## config.mk

```make
export PLATFORM = sky130hd
export DESIGN_NAME = rd_burst_shaper
export DESIGN_NICKNAME = d
export VERILOG_FILES = /design/src/rtl/rbs_pkg.sv /design/src/rtl/rbs_addr_track.sv /design/src/rtl/rbs_line_bound.sv /design/src/rtl/rbs_term_ctrl.sv /design/src/rtl/rd_burst_shaper.sv
export SDC_FILE = /design/constraint.sdc
export NUM_CORES = 1
export LEC_CHECK = 0
export ABC_AREA = 1
export BUFFER_PORTS_ARGS = -buffer_cell sky130_fd_sc_hd__buf_2
export CAP_MARGIN = 10
export CORE_MARGIN = 4
export CORE_UTILIZATION = 40
export CTS_CLUSTER_DIAMETER = 80
export DETAILED_ROUTE_END_ITERATION = 12
export GPL_ROUTABILITY_DRIVEN = 1
export GPL_TIMING_DRIVEN = 0
export PLACE_DENSITY = 0.65
export SYNTH_ARGS = -nofsm -noshare
export SYNTH_HDL_FRONTEND = slang
export SYNTH_HIERARCHICAL = 1
export SYNTH_SLANG_ARGS = --single-unit
```

## constraint.sdc

```tcl
create_clock -name clk -period 2.7 [get_ports clk]
set_clock_uncertainty 0.15 [all_clocks]
set_input_delay 0.135 -clock clk [delete_from_list [all_inputs] [get_ports clk]]
set_output_delay 0.135 -clock clk [all_outputs]
set_load 0.02 [all_outputs]
```

## src/rtl/rbs_pkg.sv

```systemverilog
package rbs_pkg;
  localparam int ADDR_W    = 30;
  localparam int CNT_W     = 16;
  localparam int CLS_W     = 3;
  localparam int BYTES_PER_BEAT = 4;

  function automatic logic [ADDR_W-1:0] line_mask(input logic [CLS_W-1:0] lg);
    logic [ADDR_W-1:0] m;
    for (int i = 0; i < ADDR_W; i++) m[i] = (i < int'(lg));
    return m;
  endfunction
endpackage

```

## src/rtl/rbs_addr_track.sv

```systemverilog
module rbs_addr_track
  import rbs_pkg::*;
#(
  parameter int AW = ADDR_W,
  parameter int CW = CNT_W,
  parameter int STEP = BYTES_PER_BEAT
) (
  input  logic          clk,
  input  logic          rst_n,
  input  logic          start,
  input  logic [AW-1:0] start_addr,
  input  logic          beat,
  output logic [AW-1:0] addr_q,
  output logic [AW-1:0] addr_nxt,
  output logic [CW-1:0] cnt_nxt
);
  localparam logic [CW-1:0] STEP_C = CW'(STEP);
  logic [CW-1:0] cnt_q;

  always_comb begin
    if (start) begin
      addr_nxt = start_addr;
      cnt_nxt  = '0;
    end else if (beat) begin
      addr_nxt = addr_q + 1'b1;
      cnt_nxt  = (cnt_q > {CW{1'b1}} - STEP_C) ? {CW{1'b1}} : cnt_q + STEP_C;
    end else begin
      addr_nxt = addr_q;
      cnt_nxt  = cnt_q;
    end
  end

  always_ff @(posedge clk or negedge rst_n) begin
    if (!rst_n) begin
      addr_q <= '0;
      cnt_q  <= '0;
    end else begin
      addr_q <= addr_nxt;
      cnt_q  <= cnt_nxt;
    end
  end
endmodule

```

## src/rtl/rbs_line_bound.sv

```systemverilog
module rbs_line_bound
  import rbs_pkg::*;
#(
  parameter int AW = ADDR_W
) (
  input  logic [AW-1:0]    addr,
  input  logic [CLS_W-1:0] cls_log2,
  output logic             on_bound
);
  logic [AW-1:0] mask;
  always_comb begin
    mask     = line_mask(cls_log2);
    on_bound = ((addr & mask) == '0);
  end
endmodule

```

## src/rtl/rbs_term_ctrl.sv

```systemverilog
module rbs_term_ctrl (
  input  logic clk,
  input  logic rst_n,
  input  logic align_en,
  input  logic start,
  input  logic ack,
  input  logic afull,
  input  logic other_pend,
  input  logic bound_nxt,
  input  logic limit_hit,
  output logic stop_req,
  output logic handover_req,
  output logic busy
);
  logic afull_seen;
  logic stop_trig, hand_trig;

  always_comb begin
    if (align_en) begin
      stop_trig = (afull | afull_seen) & bound_nxt;
      hand_trig = limit_hit & other_pend & bound_nxt;
    end else begin
      stop_trig = afull;
      hand_trig = limit_hit & other_pend;
    end
  end

  always_ff @(posedge clk or negedge rst_n) begin
    if (!rst_n) begin
      busy         <= 1'b0;
      afull_seen   <= 1'b0;
      stop_req     <= 1'b0;
      handover_req <= 1'b0;
    end else if (start || ack) begin
      busy         <= start;
      afull_seen   <= 1'b0;
      stop_req     <= 1'b0;
      handover_req <= 1'b0;
    end else if (busy) begin
      afull_seen   <= afull_seen | afull;
      stop_req     <= stop_req | stop_trig;
      handover_req <= handover_req | hand_trig;
    end
  end
endmodule

```

## src/rtl/rd_burst_shaper.sv

```systemverilog
module rd_burst_shaper
  import rbs_pkg::*;
#(
  parameter int AW = ADDR_W,
  parameter int CW = CNT_W
) (
  input  logic             clk,
  input  logic             rst_n,
  input  logic             align_en,
  input  logic [CLS_W-1:0] cls_log2,
  input  logic             txn_start,
  input  logic [AW-1:0]    start_addr,
  input  logic             beat,
  input  logic             fifo_afull,
  input  logic [CW-1:0]    arb_limit,
  input  logic             other_pend,
  input  logic             burst_end_ack,
  output logic             stop_req,
  output logic             handover_req,
  output logic [AW-1:0]    rd_addr
);
  logic [AW-1:0] addr_nxt;
  logic [CW-1:0] cnt_nxt;
  logic          bound_nxt;
  logic          limit_hit;
  logic          busy;

  rbs_addr_track #(.AW(AW), .CW(CW)) u_track (
    .clk(clk), .rst_n(rst_n), .start(txn_start), .start_addr(start_addr),
    .beat(beat), .addr_q(rd_addr), .addr_nxt(addr_nxt), .cnt_nxt(cnt_nxt)
  );

  rbs_line_bound #(.AW(AW)) u_bound (
    .addr(addr_nxt), .cls_log2(cls_log2), .on_bound(bound_nxt)
  );

  assign limit_hit = (arb_limit != '0) && (cnt_nxt >= arb_limit);

  rbs_term_ctrl u_ctrl (
    .clk(clk), .rst_n(rst_n), .align_en(align_en), .start(txn_start),
    .ack(burst_end_ack), .afull(fifo_afull), .other_pend(other_pend),
    .bound_nxt(bound_nxt), .limit_hit(limit_hit), .stop_req(stop_req),
    .handover_req(handover_req), .busy(busy)
  );
endmodule

```

==> run metrics <==
worst-path fanout max 5; Rows 33; Final Cell Area 0.004722 mm^2; Worst setup EP type flip-flop; clock buffer depth 2; leakage roughly 2.4 nW; DIE WIDTH between 100 and 150 um; final setup vio count 1; internal power approximately 1.2 mW; outcome complete, but fails checks; WP data arrival roughly 2800 ps; final non-filler cell total 760; failing checks setup timing; synth top area cells dfrtp_1 (36%), nand2_1 (18%), inv_1 (6.9%); Cell Area, Synth between 0.003 and 0.004 mm^2; total vias in the final route between 3,000 and 4,000; Die Y-Extent just over 100 um; synthesis-to-finish area growth 34.12%; Clock Latency Late Sink around 300 ps; Req. time, crit path between 2000 and 3000 ps; most frequent cells in the layout nand2_1 (162), buf_2 (90), inv_1 (62); initial core utilization 0.4201; Via density around 4.9; vias in the first global route about 3,600; PnR worst setup slack -32.57 ps; fraction of layout cells with a size suffix above 1 0.2275; setup TNS -32.57 ps; Syn Area/Cell between 6 and 7 um^2; commonest non-fill, non-tap cell in the layout nand2_1; worst hold-check path type in -> reg; I/O pin count 89; Synth Net Count between 500 and 600; Final Hold Fails 0; Root Driver clkbuf_8; Gate power share 0.245; min cycle time layout around 2700 ps; ANT nets after route 0; YS warnings 6; total wire length ~9700 um; initial antenna violation count 0; crit share post-route 1.012; buffers added on ports 88; crit start category flip-flop; fmax roughly 370 MHz; VDD IR max between 150 and 200 uV; post-synth cell types 31; Num Clock Sinks 50; Inserted Clock Buffers 5; GP Congestion 0.9273; Core Area roughly 0.0084 mm^2; initial drt markers approximately 120; Worst-path clk slew 90 ps; Clock power frac 0.260; DRC 0; switching share of power 0.3183; H-tree depth 2; placed cells slightly above 700; PwrDens 367.0 mW/mm^2; gr usage total 0.1852; unrepaired setup endpoints after global routing yes; worst slew pin tran roughly 660 ps; n_diodes 0; Rel. slew slack 0.5582; dpl hpwl about 7200 um; max-slew violation count 0; first-pass GRT wire length between 15,000 and 20,000 um; switching pwr roughly 0.55 mW; DP Area between 0.004 and 0.005 mm^2; synthesized flop and latch total 50; TritonCTS clock tree built; Yosys top cell area share 0.3554; sequential fraction of the synthesis area 0.3554; average wire per standard cell 12.80 um; number of max-cap violations 0; critical setup path kind reg -> reg; nets 730; post-synth top area cell dfrtp_1; area of the die between 0.01 and 0.015 mm^2; drt pass-1 iters 4; largest net degree at the start of global routing 51; Reg power frac 0.494; GR Overflow Total 0; Gate Count Post-Synth roughly 520
[flip-flops by register name, indices dropped and copies added (netlist names)]
name and flops:
u_track/addr_q 30, u_track/cnt_q 16, u_ctrl/afull_seen 1, u_ctrl/busy 1, u_ctrl/handover_req 1, u_ctrl/stop_req 1
[critical path, cell delays in order (launching register included)]
cell and delay (ps):
dfrtp_2 410, inv_2 60, ha_4 160, nand2_2 50
nor2_2 30, nor3_2 240, nand2_2 110, buf_6 150
a21oi_4 130, inv_2 60, ha_4 250, nand2_2 40
nor2_2 90, nor2_1 50, nand2_1 50, nand2_1 50
nand2_1 80, nand2_1 60, a21oi_2 160, nand2_1 80
inv_2 60, nand4_1 70, nand2_1 80
[cell families (layout without fill, tap and decap cells)]
group           after synthesis  count (layout)  synth area share
simple gates                308             308            0.3810
compound gates               49              49           0.07640
buf+inv                      78             215           0.08493
flops                        50              50            0.3554
fa+ha+maj                    19              19           0.06752
xor+xnor                     14              14           0.03483
[power by group through the flow]
stage	clock, mW	combinational [mW]	sequential (mW)
CTS	0.469	0.417	0.856
global placement	0	0.363	0.869
global route	0.490	0.475	0.866
detailed placement	0	0.370	0.871
floorplan	0	0.169	0.911
finish	0.451	0.425	0.857
[timing repair]
action,CTS,global route
gates cloned,1,0
resized for setup,15,16
hold buffers,36,0
buffers inserted,3,0
pin swaps,4,13
endpoints found under the setup margin,1,1
hold endpoints to repair,84,0
[area by class of cell]
| cell class | instances | area (um^2) |
|---|---|---|
| clock buffers | 7 | 86.33 |
| well taps | 105 | 131.4 |
| multi-input cells | 390 | 2085 |
| fillers | 828 | 3660 |
| repair buffers | 129 | 855.8 |
| clock inverters | 1 | 5.005 |
| flip-flops and latches | 50 | 1254 |
| inverters | 69 | 259.0 |
| plain buffers | 9 | 46.29 |
[per-stage QoR]
stage                     power (mW)  utilization  hold WS [ps]  setup slack, ps
after floorplan                1.080            -        -310.6            154.9
after global placement         1.232       0.4883         188.0           -357.2
after detailed placement       1.241       0.4883         190.2           -406.3
after CTS                      1.742       0.5525         21.95           -62.55
after global routing           1.831       0.5634         50.93           -263.2
final                          1.733       0.5634         32.37           -32.57
[path summary, 6_finish.rpt]
| kind | start | end | slack, ps | cells after the start |
|---|---|---|---|---|
| worst max-delay path | u_track/cnt_q[2]$_DFF_PN0_ | u_ctrl/handover_req$_DFFE_PN0P_ | -30 | 22 |
| worst min-delay path | other_pend | u_ctrl/handover_req$_DFFE_PN0P_ | 30 | 5 |
| worst max register to register | u_track/cnt_q[2]$_DFF_PN0_ | u_ctrl/handover_req$_DFFE_PN0P_ | -30 | 22 |
| worst min register to register | u_ctrl/handover_req$_DFFE_PN0P_ | u_ctrl/handover_req$_DFFE_PN0P_ | 330 | 2 |
| max in group asynchronous | rst_n | u_track/cnt_q[3]$_DFF_PN0_ | 1590 | 3 |
| min in group asynchronous | rst_n | u_track/addr_q[22]$_DFF_PN0_ | 240 | 2 |
[cell usage after synthesis]
cell type  count
a21o_2         1
a21oi_1       22
a31oi_1        2
buf_2          2
buf_4          1
clkbuf_1       6
clkinv_1       1
dfrtp_1       50
ha_1          19
inv_1         65
inv_2          3
nand2_1      166
nand2_2        6
nand3_1       46
nand3b_1       5
nand4_1       10
nor2_1        50
nor2_2         4
nor2_4         3
nor3_1        10
nor3_2         1
nor4_1         2
o21a_4         1
o21ai_0       19
o21ai_1        1
o21bai_1       2
o31ai_1        1
or2_0          1
or2_2          4
xnor2_1        7
xor2_1         7
[per-layer routing]
metal,track usage,share of wire,up-vias
met5,0,0,-
met4,0.04440,0.012,0
met2,0.3410,0.50,90
met3,0.02457,0.044,8
li1,-,-,1920
met1,0.2294,0.44,1728
Note: power is estimated with default switching activity, not from simulation.
